**config.mk**
```make
export PLATFORM = sky130hd
export DESIGN_NAME = crc_calc
export DESIGN_NICKNAME = d
export VERILOG_FILES = /design/src/rtl/crc_calc_pkg.sv /design/src/rtl/crc_poly_sel.sv /design/src/rtl/crc_bit_step.sv /design/src/rtl/crc_byte_step.sv /design/src/rtl/crc_cfg_track.sv /design/src/rtl/crc_calc.sv
export SDC_FILE = /design/constraint.sdc
export NUM_CORES = 1
export LEC_CHECK = 0
export BUFFER_PORTS_ARGS = -buffer_cell sky130_fd_sc_hd__buf_4
export CORE_MARGIN = 1.5
export CORE_UTILIZATION = 55
export DETAILED_ROUTE_END_ITERATION = 12
export MAX_ROUTING_LAYER = met4
export PLACE_DENSITY = 0.79
export SLEW_MARGIN = 10
export SYNTH_ARGS = -nofsm -noshare
export SYNTH_HDL_FRONTEND = slang
export SYNTH_SLANG_ARGS = --single-unit
```
**constraint.sdc**
```tcl
create_clock -name clk -period 4.4 [get_ports clk]
set_input_delay 0.22 -clock clk [delete_from_list [all_inputs] [get_ports clk]]
set_output_delay 0.22 -clock clk [all_outputs]
set_load 0.005 [all_outputs]
```
**src/rtl/crc_calc_pkg.sv**
```systemverilog
package crc_calc_pkg;
  localparam int BYTE_W = 8;
  localparam int CRC_W  = 16;
  localparam int NARROW_W = 8;

  typedef struct packed {
    logic [1:0] poly;
    logic       lsb_first;
  } crc_cfg_t;

  localparam logic [CRC_W-1:0] GEN_NARROW = 16'h0007;
  localparam logic [CRC_W-1:0] GEN_WIDE_A = 16'h8005;
  localparam logic [CRC_W-1:0] GEN_WIDE_B = 16'h1021;

  // Bit-reverse the low w bits of v; bits at w and above read as zero.
  function automatic logic [CRC_W-1:0] reflect_low(input logic [CRC_W-1:0] v, input int w);
    logic [CRC_W-1:0] r;
    r = '0;
    for (int i = 0; i < CRC_W; i++) begin
      if (i < w) r[w-1-i] = v[i];
    end
    return r;
  endfunction
endpackage

```
**src/rtl/crc_poly_sel.sv**
```systemverilog
module crc_poly_sel
  import crc_calc_pkg::*;
(
  input  crc_cfg_t          cfg,
  output logic [CRC_W-1:0]  taps,
  output logic              wide
);
  logic [CRC_W-1:0] gen;

  always_comb begin
    unique case (cfg.poly)
      2'd0:    begin gen = GEN_NARROW; wide = 1'b0; end
      2'd1:    begin gen = GEN_WIDE_A; wide = 1'b1; end
      default: begin gen = GEN_WIDE_B; wide = 1'b1; end
    endcase
    taps = cfg.lsb_first ? reflect_low(gen, wide ? CRC_W : NARROW_W) : gen;
  end
endmodule

```
**src/rtl/crc_bit_step.sv**
```systemverilog
module crc_bit_step
  import crc_calc_pkg::*;
(
  input  logic [CRC_W-1:0] c_in,
  input  logic             din,
  input  logic [CRC_W-1:0] taps,
  input  logic             wide,
  input  logic             lsb_first,
  output logic [CRC_W-1:0] c_out
);
  logic             fb;
  logic [CRC_W-1:0] sh;

  always_comb begin
    if (lsb_first) begin
      fb = c_in[0] ^ din;
      sh = c_in >> 1;
    end else begin
      fb = (wide ? c_in[CRC_W-1] : c_in[NARROW_W-1]) ^ din;
      sh = c_in << 1;
      if (!wide) sh[CRC_W-1:NARROW_W] = '0;
    end
    c_out = fb ? (sh ^ taps) : sh;
  end
endmodule

```
**src/rtl/crc_byte_step.sv**
```systemverilog
module crc_byte_step
  import crc_calc_pkg::*;
#(
  parameter int DATA_W = BYTE_W
) (
  input  logic [CRC_W-1:0]  c_in,
  input  logic [DATA_W-1:0] data,
  input  logic [CRC_W-1:0]  taps,
  input  logic              wide,
  input  logic              lsb_first,
  output logic [CRC_W-1:0]  c_out
);
  logic [CRC_W-1:0] chain [DATA_W+1];

  assign chain[0] = c_in;

  for (genvar k = 0; k < DATA_W; k++) begin : g_stage
    logic bit_k;
    assign bit_k = lsb_first ? data[k] : data[DATA_W-1-k];
    crc_bit_step u_step (
      .c_in      (chain[k]),
      .din       (bit_k),
      .taps      (taps),
      .wide      (wide),
      .lsb_first (lsb_first),
      .c_out     (chain[k+1])
    );
  end

  assign c_out = chain[DATA_W];
endmodule

```
**src/rtl/crc_cfg_track.sv**
```systemverilog
module crc_cfg_track
  import crc_calc_pkg::*;
(
  input  logic     clk,
  input  crc_cfg_t cfg,
  output logic     changed
);
  crc_cfg_t cfg_q;

  always_ff @(posedge clk) cfg_q <= cfg;

  assign changed = (cfg_q != cfg);
endmodule

```
**src/rtl/crc_calc.sv**
```systemverilog
module crc_calc
  import crc_calc_pkg::*;
(
  input  logic              clk,
  input  logic              rst_n,
  input  logic [1:0]        cfg_poly,
  input  logic              cfg_lsb_first,
  input  logic              clear,
  input  logic              in_valid,
  output logic              in_ready,
  input  logic [BYTE_W-1:0] in_data,
  output logic [CRC_W-1:0]  crc_out
);
  crc_cfg_t         cfg;
  logic             cfg_changed;
  logic [CRC_W-1:0] taps;
  logic             wide;
  logic [CRC_W-1:0] crc_q;
  logic [CRC_W-1:0] crc_next;

  assign cfg = '{poly: cfg_poly, lsb_first: cfg_lsb_first};

  crc_cfg_track u_track (
    .clk     (clk),
    .cfg     (cfg),
    .changed (cfg_changed)
  );

  crc_poly_sel u_sel (
    .cfg  (cfg),
    .taps (taps),
    .wide (wide)
  );

  crc_byte_step #(.DATA_W(BYTE_W)) u_net (
    .c_in      (crc_q),
    .data      (in_data),
    .taps      (taps),
    .wide      (wide),
    .lsb_first (cfg_lsb_first),
    .c_out     (crc_next)
  );

  assign in_ready = !(clear || cfg_changed);

  always_ff @(posedge clk or negedge rst_n) begin
    if (!rst_n)                  crc_q <= '0;
    else if (!in_ready)          crc_q <= '0;
    else if (in_valid)           crc_q <= crc_next;
  end

  assign crc_out = crc_q;
endmodule

```
==> results of run 1 <==
logic make-up (layout without fill, tap and decap cells):
logic type | after synthesis | in the layout | share of synthesized area (%)
buffers and inverters | 56 | 209 | 5.55
DFF | 19 | 19 | 11.3
muxes | 21 | 21 | 5.58
xor gates and xnor gates | 82 | 82 | 19.6
and+or+nand+nor | 238 | 238 | 29.8
AOI/OAI and AO/OA | 152 | 152 | 28.1
how the worst min path moves through the flow:
| stage | end | slack [ns] |
|---|---|---|
| 6_report | u_track.cfg_q[1] | 0.12 |
| 4_1_cts | u_track.cfg_q[1] | 0.11 |
| 5_1_grt | u_track.cfg_q[1] | 0.12 |
| 2_1_floorplan | crc_out[0] | -0.08 |
| 3_5_place_dp | crc_out[13] | 0.11 |
| 3_3_place_gp | crc_out[5] | 0.10 |
flip-flops by register name (all words and copies together) (netlist names):
register / count
crc_out: 16
u_track.cfg_q: 3
critical path, stage by stage (launching register included):
cell and delay, ns:
dfrtp_2 0.48, xnor2_4 0.23, xnor2_2 0.13, o211a_1 0.24
or2_1 0.24, or3_4 0.42, buf_4 0.16, o2111ai_2 0.22
o211a_1 0.31, a21oi_4 0.12, buf_4 0.16, a211oi_4 0.28
buf_6 0.16, nor4_2 0.04, nor4_1 0.30, buf_4 0.19
o211ai_4 0.08, xnor2_2 0.26, mux2_4 0.34, o311ai_4 0.22
mux2i_1 0.23, o21ai_1 0.09
per-layer routing:
| layer | vias to the layer above | GRT usage, % | part of all wire [%] |
|---|---|---|---|
| met3 | 149 | 8.96 | 12 |
| met2 | 481 | 72.5 | 45 |
| met5 | - | - | 0 |
| met4 | 0 | 25.7 | 7.0 |
| li1 | 2378 | - | - |
| met1 | 2606 | 56.2 | 35 |
cells in the final DEF, fill, tap and decap left out, types with 10 or more instances in the layout:
| cell | n |
|---|---|
| mux2i_1 | 12 |
| buf_4 | 185 |
| o21ai_0 | 16 |
| nor3_1 | 23 |
| nor2_1 | 56 |
| a211oi_1 | 11 |
| nand3_1 | 26 |
| a21oi_1 | 25 |
| buf_6 | 10 |
| dfrtp_1 | 13 |
| xor2_1 | 31 |
| nand2_1 | 56 |
| xnor2_1 | 39 |
layout make-up:
class                   instances  share of cell area, %
clock inverters                 1                  0.125
repair buffers                196                   25.1
multi-input cells             493                   63.8
flip-flops and latches         19                   7.70
inverters                       9                  0.560
clock buffers                   3                  0.685
well taps                      99                   2.05
metrics by stage:
stage / worst slack (ns) / cells
floorplan: -0.169 / 568
global placement: -0.347 / 791
detailed placement: -0.494 / 791
CTS: -0.387 / 808
global route: -0.851 / 820
finish: -0.628 / 820
power breakdown:
| group | internal [W] | total, W | switching, W |
|---|---|---|---|
| clock network | 0.0000642 | 0.000139 | 0.0000750 |
| logic | 0.000489 | 0.00105 | 0.000565 |
| registers | 0.000179 | 0.000186 | 0.00000720 |
| total | 0.000732 | 0.00138 | 0.000647 |
timing repair:
action,in CTS,in global routing
resized for setup,34,51
endpoints found under the hold margin,16,0
setup endpoints to repair,12,16
pin swaps,30,38
gates cloned,0,0
hold buffers,1,0
buffers inserted,14,12
==> flow_summary.yaml, run 1 <==
final_layout:
  design_area_um2: 6030
  fin_util_pct: 83.6
  register_area_um2: 464
  area_delta_synth_final_pct: 47.7
  drive_gt1_share_pct: 39.3
  nNetsFinal: 737
  multi_input_area_um2: 3850
  fillers: 471
  num_antenna_cells: 0
timing:
  setup_tns_ns: -5.00
  rsz0062_at_grt: "yes"
  slew_violations: 0
  post-route-period-util_pct: 114
  setup_viol: 13
  fmax_mhz: 199
  max_slew_margin_pct: 62.3
  hold-worst-slack_ns: 0.116
  fin_skew_ns: 0.00298
  fin_ws_ns: -0.628
  worst_pin_slew_ns: 0.550
  finalHoldViolations: 0
  min_period_ns: 5.03
setup_path:
  crit_arrival_ns: 5.18
  crit_start: "crc_out[0]"
  r2r-start: "crc_out[0]"
  r2r_setup_slack_ns: -0.63
  cp.required_ns: 4.55
  timing.rr.end: "crc_out[15]"
  endpoint: "crc_out[15]"
  cp-start-kind: "register"
  end_kind: "register"
  cp_max_fo: 4
  path_class: "reg2reg"
  reg2reg_depth: 21
routing:
  wl_per_cell_um: 23.6
  ant_nets: 0
  via_count: 5614
  viasPerCell: 6.85
  wl_um: 19300
  drc: 0
  drtPass1Iterations: 5
  first_iter_violations: 765
logic_synthesis:
  syn_area_per_cell_um2: 7.18
  synth_top_area_share_pct: 9.81
  synth_top_area_cell: "dfrtp_1"
  syn_area_um2: 4080
  yosys-top-cells-count: "nor2_1, nand2_1, xnor2_1"
  synthCells: 568
  synthTopCellsByArea: "dfrtp_1, xnor2_1, xor2_1"
  async_reset_ff_share_pct: 84.2
  synth-seq-area-share_pct: 11.3
  ys_seq_elements: 19
  synth_ff_type: "dfrtp_1"
  synth_cell_type_count: 86
  syn_nets: 583
  synth_edf_count: 0
  yosys_warnings: 0
  synth_most_common_cell: "nor2_1"
floorplan:
  num_rows: 31
  io_pins: 32
  dieWidth_um: 89.1
  die_area_um2: 7940
  initial_core_util_pct: 56.6
  die_height_um: 89.1
  core-area_um2: 7210
power:
  p_leak_nw: 2.59
  peakVddDrop_mv: 0.191
  finalPower_w: 0.00138
  powerDensity_nw_per_um2: 229
cts:
  cts_made_buffers: 3
  insertion_delay_ns: 0.27
  cts_buffer_depth: 2
  clock_sinks: 19
  clk_pin_slew_ns: 0.09
  root_buffer: "clkbuf_8"
  cts_tree: "built"
  htreeDepth: 1
global_route:
  grt-ovfl-total: 0
  antenna_found_initial: 0
  grt_pass1_wl_um: 26800
  grt_usage_pct: 46.4
  grt_max_degree: 36
  grt_pass1_vias: 5091
status:
  violations: "negative setup slack"
  status: "finished, violations left"
placement:
  hpwl_um: 12700
  io_buffers: 31
  place.gp.congestion: 1.05
  postPlaceCellArea_um2: 5330
job:
  maxCapViolCount: 0
worst_hold_path:
  hold_path_class: "in2reg"
  hp-start: "cfg_poly[0]"
  hold_path_depth: 1
Power figures use the tool's default switching activity.
==> run 2, diff against run 1 <==
--- a/config.mk
+++ b/config.mk
@@ -6,9 +6,11 @@
 export NUM_CORES = 1
 export LEC_CHECK = 0
 export BUFFER_PORTS_ARGS = -buffer_cell sky130_fd_sc_hd__buf_4
+export CORE_ASPECT_RATIO = 0.7
 export CORE_MARGIN = 1.5
 export CORE_UTILIZATION = 55
 export DETAILED_ROUTE_END_ITERATION = 12
+export GPL_TIMING_DRIVEN = 0
 export MAX_ROUTING_LAYER = met4
 export PLACE_DENSITY = 0.79
 export SLEW_MARGIN = 10
==> run 2 against run 1 <==
  * Largest power group unchanged
  * Hold slack got worse by 0.047 ns
  * Register-to-register slack got worse by 0.14 ns
  * Die area increased by 0.10%
  * Global-route usage increased by 1.8 points
  * Critical endpoint is now crc_out[5]
  * Flip-flop and latch count unchanged
  * Clock skew decreased by 0.0021 ns
  * Highest routed layer unchanged
  * Critical path depth unchanged
  * First-iteration DRC count increased by 9.9%
  * The run still ends with negative setup slack left
  * Clock power decreased by 5%
==> flow_summary.yaml, run 2 (synthesis results as in run 1) <==
status:
  status: "finished, violations left"
  violations: "negative setup slack"
floorplan:
  num_rows: 26
  die_area_um2: 7950
  core-area_um2: 7250
  dieWidth_um: 106
  initial_core_util_pct: 56.2
  io_pins: 32
  die_height_um: 75.1
power:
  p_leak_nw: 2.33
  swShare_pct: 49.5
  peakVddDrop_mv: 0.154
  switchingPower_w: 0.000688
  finalPower_w: 0.00139
  clkPwrFrac_pct: 9.5
  comb_power_share_pct: 77.1
  p_int_w: 0.000700
  share_seq_of_total_power_pct: 13.4
  powerDensity_nw_per_um2: 237
routing:
  via_count: 5679
  drtPass1Iterations: 7
  first_iter_violations: 841
  drc: 0
  wl_um: 20300
  wl_per_cell_um: 26.0
  viasPerCell: 7.30
  ant_nets: 0
placement:
  placedCellCount: 695
  place.gp.congestion: 1.04
  io_buffers: 29
  hpwl_um: 12500
  postPlaceCellArea_um2: 4460
final_layout:
  nNetsFinal: 696
  layout.cells.non_filler: 778
  final_cell_mix: "buf_4, nand2_1, nor2_1, xnor2_1, xor2_1"
  design_area_um2: 5860
  area_delta_synth_final_pct: 43.6
  fin_util_pct: 80.8
  final_common_cell: "buf_4"
  largest_reg_flops: 16
  drive_gt1_share_pct: 36.9
  num_antenna_cells: 0
timing:
  max_slew_margin_pct: 40.1
  rsz0062_at_grt: "yes"
  worst_pin_slew_ns: 0.898
  post-route-period-util_pct: 117
  fin_ws_ns: -0.769
  hold-worst-slack_ns: 0.0687
  fmax_mhz: 193
  setup_viol: 14
  finalHoldViolations: 0
  fin_skew_ns: 0.000884
  min_period_ns: 5.17
  slew_violations: 0
global_route:
  grt_usage_pct: 48.3
  grt-ovfl-total: 0
  grt_pass1_wl_um: 27800
  antenna_found_initial: 0
  grt_max_degree: 17
  grt_pass1_vias: 4795
setup_path:
  cpMostUsedCell: "buf_4"
  path_class: "reg2reg"
  crit_slowest_cell: "or4_1"
  path_cells: "buf_4 > xor2_2 > nand2_1 > or3b_4 > xnor2_4 > o2bb2ai_1 > nand2_1 > o211ai_1 > buf_4 > nor3_4 > buf_12 > o211a_4 > nor4_4 > o31a_1 > buf_4 > a31oi_4 > or2_1 > o211ai_2 > mux2i_1 > or4_1 > nand3_1"
  crit_arrival_ns: 5.37
  cp.required_ns: 4.60
  slowest_delay_ns: 0.51
  cp-start-kind: "register"
  cp_max_fo: 7
  end_kind: "register"
worst_hold_path:
  hold_path_class: "in2reg"
job:
  maxCapViolCount: 0
cts:
  cts_buffer_depth: 2
  clk_pin_slew_ns: 0.08
  root_buffer: "clkbuf_8"
  cts_tree: "built"
  cts_made_buffers: 3
  htreeDepth: 1
  insertion_delay_ns: 0.27
  clock_sinks: 19
## run 2: cell types whose count changed in the layout (fill, tap and decap cells not counted), moves of 4 or more
cell      delta
buf_4       -86
clkbuf_1    +26
buf_2        +6
clkbuf_2     +6
buf_1        +5
dfrtp_1      -5
dfrtp_2      +5
a211oi_1     -4
nand3_2      +4
## run 2: final cells by class
class                   count  area, um2
plain buffers              45        199
clock buffers               3       41.3
clock inverters             1       7.51
fillers                   464       1400
inverters                   9       35.0
multi-input cells         493       4090
flip-flops and latches     19        470
well taps                  98        123
repair buffers            110        892
## run 2: path summary, 6_finish.rpt
path | startpoint | endpoint | slack [ns] | depth (start not counted)
setup / recovery | crc_out[0] | crc_out[5] | -0.77 | 21
hold / removal | cfg_lsb_first | u_track.cfg_q[0] | 0.07 | 1
setup reg to reg | crc_out[0] | crc_out[5] | -0.77 | 21
hold reg to reg | crc_out[7] | crc_out[7] | 0.72 | 3
max in group asynchronous | rst_n | crc_out[7] | 3.75 | 2
min in group asynchronous | rst_n | crc_out[1] | 0.43 | 2
## run 2: metrics by stage
stage | worst slack (ns) | TNS [ns]
floorplan | -0.169 | -0.335
global placement | -1.05 | -10.56
detailed placement | -1.16 | -12.17
CTS | -0.318 | -1.86
global route | -0.777 | -7.36
finish | -0.769 | -6.78
## run 2: critical path: cells and delay by family (launching register included)
kind	cells	cell delay, ns
XOR/XNOR	2	0.44
multiplexers	1	0.12
flip-flops	1	0.47
AND/OR/NAND/NOR	8	2.01
AO/OA/AOI/OAI	6	1.36
buffers and inverters	4	0.69
## run 2: repair_timing
action,4_1_cts,5_1_grt
hold buffers,1,0
pin swaps,42,45
setup buffers,60,20
endpoints found under the hold margin,16,0
setup endpoints to repair,16,16
resized for setup,87,57
## run 2: power by group through the flow
stage / sequential (W) / clock, W / combinational, W
after global placement: 0.000190 / 0 / 0.000691
after floorplan: 0.000187 / 0 / 0.000530
after CTS: 0.000185 / 0.000131 / 0.000895
final: 0.000185 / 0.000132 / 0.00107
after global routing: 0.000186 / 0.000136 / 0.00110
after detailed placement: 0.000190 / 0 / 0.000699
## run 2: routing by layer
metal / up-vias / part of all wire (%) / global-route usage (%)
met4: 0 / 6.3 / 17.4
li1: 2306 / - / -
met1: 2616 / 37 / 63.6
met2: 572 / 39 / 70.0
met5: - / 0 / -
met3: 185 / 17 / 14.6
==> run 3, diff against run 2 <==
--- a/config.mk
+++ b/config.mk
@@ -5,6 +5,7 @@
 export SDC_FILE = /design/constraint.sdc
 export NUM_CORES = 1
 export LEC_CHECK = 0
+export ABC_AREA = 1
 export BUFFER_PORTS_ARGS = -buffer_cell sky130_fd_sc_hd__buf_4
 export CORE_ASPECT_RATIO = 0.7
 export CORE_MARGIN = 1.5
==> run 3 against run 2 <==
  * Largest power group unchanged
  * Clock power fell by 8%
  * Wire length fell by 19%
  * Count of clock-buffer cells in the layout rose by 1
  * The flow still finishes with violations (negative setup slack)
  * Via count fell by 12%
  * Combinational power fell by 18%
  * Largest cell class unchanged
  * First-iteration DRC count fell by 24%
==> flow_summary.yaml, run 3 <==
routing:
  via_count: 4975
  wl_per_cell_um: 21.1
  first_iter_violations: 636
  ant_nets: 0
  drtPass1Iterations: 5
  wl_um: 16500
  viasPerCell: 6.36
  drc: 0
final_layout:
  fillers: 446
  design_area_um2: 5020
  num_antenna_cells: 0
  fin_util_pct: 79.7
  final_common_cell: "nand2_1"
  drive_gt1_share_pct: 34.4
  register_area_um2: 465
  largest_reg_flops: 16
  final_cell_mix: "nand2_1, inv_1, buf_4, o21ai_0, nand3_1"
  multi_input_area_um2: 3310
  area_delta_synth_final_pct: 37.7
  nNetsFinal: 720
setup_path:
  reg2reg_depth: 41
  r2r_setup_slack_ns: -0.71
  slowest_delay_ns: 0.49
  path_class: "reg2reg"
  cp_max_fo: 8
  cp.required_ns: 4.60
  crit_arrival_ns: 5.31
  end_kind: "register"
  timing.rr.end: "crc_out[2]"
  r2r-start: "crc_out[1]"
  cp-start-kind: "register"
  crit_slowest_cell: "dfrtp_1"
  cpMostUsedCell: "nand2_2"
  crit_start: "crc_out[1]"
floorplan:
  initial_core_util_pct: 57.9
  die_area_um2: 7140
  core-area_um2: 6310
  dieWidth_um: 100
  die_height_um: 71.1
  num_rows: 24
  io_pins: 32
worst_hold_path:
  min_to: "u_track.cfg_q[0]"
  hold_path_class: "in2reg"
  hold_path_depth: 1
  hp-start: "cfg_lsb_first"
global_route:
  grt_max_degree: 17
  antenna_found_initial: 0
  grt_pass1_wl_um: 23900
  grt_pass1_vias: 4490
  grt-ovfl-total: 0
  grt_usage_pct: 45.4
timing:
  hold-worst-slack_ns: 0.110
  finalHoldViolations: 0
  max_slew_margin_pct: 35.8
  fin_skew_ns: 0.0107
  min_period_ns: 5.11
  slew_violations: 0
  rsz0062_at_grt: "yes"
  setup_tns_ns: -8.72
  worst_pin_slew_ns: 0.953
  fmax_mhz: 196
  post-route-period-util_pct: 116
  setup_viol: 16
  fin_ws_ns: -0.714
logic_synthesis:
  synth_top_area_cell: "nand2_1"
  yosys-top-cells-count: "nand2_1, inv_1, nand3_1"
  synth_most_common_cell: "nand2_1"
  synth-seq-area-share_pct: 12.6
  synthCells: 628
  synth_top_area_share_pct: 20.4
  synthTopCellsByArea: "nand2_1, dfrtp_1, nand3_1"
  ys_seq_elements: 19
  syn_area_per_cell_um2: 5.81
  yosys_warnings: 0
  syn_nets: 643
  synth_edf_count: 0
  syn_area_um2: 3650
  synth_cell_type_count: 41
  async_reset_ff_share_pct: 84.2
  synth_ff_type: "dfrtp_1"
cts:
  cts_buffer_depth: 2
  cts_made_buffers: 3
  clk_pin_slew_ns: 0.07
  root_buffer: "clkbuf_8"
  cts_tree: "built"
  insertion_delay_ns: 0.26
  clock_sinks: 19
  htreeDepth: 1
placement:
  postPlaceCellArea_um2: 3980
  hpwl_um: 11100
  place.gp.congestion: 1.03
  io_buffers: 31
status:
  violations: "negative setup slack"
  status: "finished, violations left"
job:
  maxCapViolCount: 0
power:
  peakVddDrop_mv: 0.285
  p_leak_nw: 2.51
  powerDensity_nw_per_um2: 235
  finalPower_w: 0.00118
## run 3: cell types whose count changed in the layout (fill, tap and decap cells not counted), moves of 19 or more
cell / change
a21oi_1: -20
buf_4: -34
clkbuf_1: -22
inv_1: +64
nand2_1: +106
nand2_2: +35
nand2_4: +33
nand3_2: +19
nor2_1: -24
nor3_1: -21
o21ai_0: +32
xnor2_1: -30
## run 3: critical path, delay by kind of cell, from the launching register on
kind                   cells  cell delay [ns]
buffers and inverters      1             0.14
AND/OR/NAND/NOR           37             3.77
AO/OA/AOI/OAI              2             0.39
XOR/XNOR                   1             0.28
flip-flops                 1             0.49
## run 3: where the power goes
group | switching [W] | internal (W)
clock network | 0.0000563 | 0.0000644
registers | 0.00000587 | 0.000179
logic | 0.000548 | 0.000327
total | 0.000610 | 0.000570
## run 3: area by class of cell
class | count | area share (%)
Sequential cell | 19 | 9.26
Tap cell | 78 | 1.94
Inverter | 77 | 6.08
Buffer | 22 | 3.51
Timing Repair Buffer | 73 | 12.5
Clock buffer | 4 | 0.896
Multi-Input combinational cell | 509 | 65.8
## run 3: metrics by stage
stage | setup WS, ns | cells
after global routing | -0.933 | 782
after global placement | -1.03 | 737
after CTS | -0.348 | 774
final | -0.714 | 782
after floorplan | 0.0276 | 628
after detailed placement | -1.14 | 737
## run 3: metal layers
| layer | track usage (%) | part of all wire [%] | vias to the layer above |
|---|---|---|---|
| met5 | - | 0 | - |
| met4 | 15.3 | 4.9 | 0 |
| met3 | 12.5 | 15 | 91 |
| met2 | 66.7 | 42 | 417 |
| met1 | 60.1 | 37 | 2279 |
| li1 | - | - | 2188 |
## run 3: worst max path at each step
stage / endpoint / cells after the start / slack [ns]
finish: crc_out[2] / 41 / -0.71
global route: crc_out[10] / 42 / -0.93
CTS: crc_out[3] / 47 / -0.35
detailed placement: crc_out[7] / 46 / -1.14
global placement: crc_out[12] / 43 / -1.03
floorplan: crc_out[0] / 46 / 0.03
## run 3: cells by family (layout without fill, tap and decap cells)
group	Yosys count	after routing	synth area share, %
flip-flops	19	19	12.6
XOR/XNOR	41	41	9.84
buffers and inverters	100	176	13.1
AO/OA/AOI/OAI	95	95	14.4
multiplexers	1	1	0.274
AND/OR/NAND/NOR	372	372	49.8
## run 3: what timing repair did
action                                  CTS  global route
pin swaps                                35            58
hold buffers                              1             0
gates cloned                              1             0
resized for setup                        72            87
setup buffers                            32             8
endpoints found under the setup margin   16            16
hold endpoints to repair                 16             0
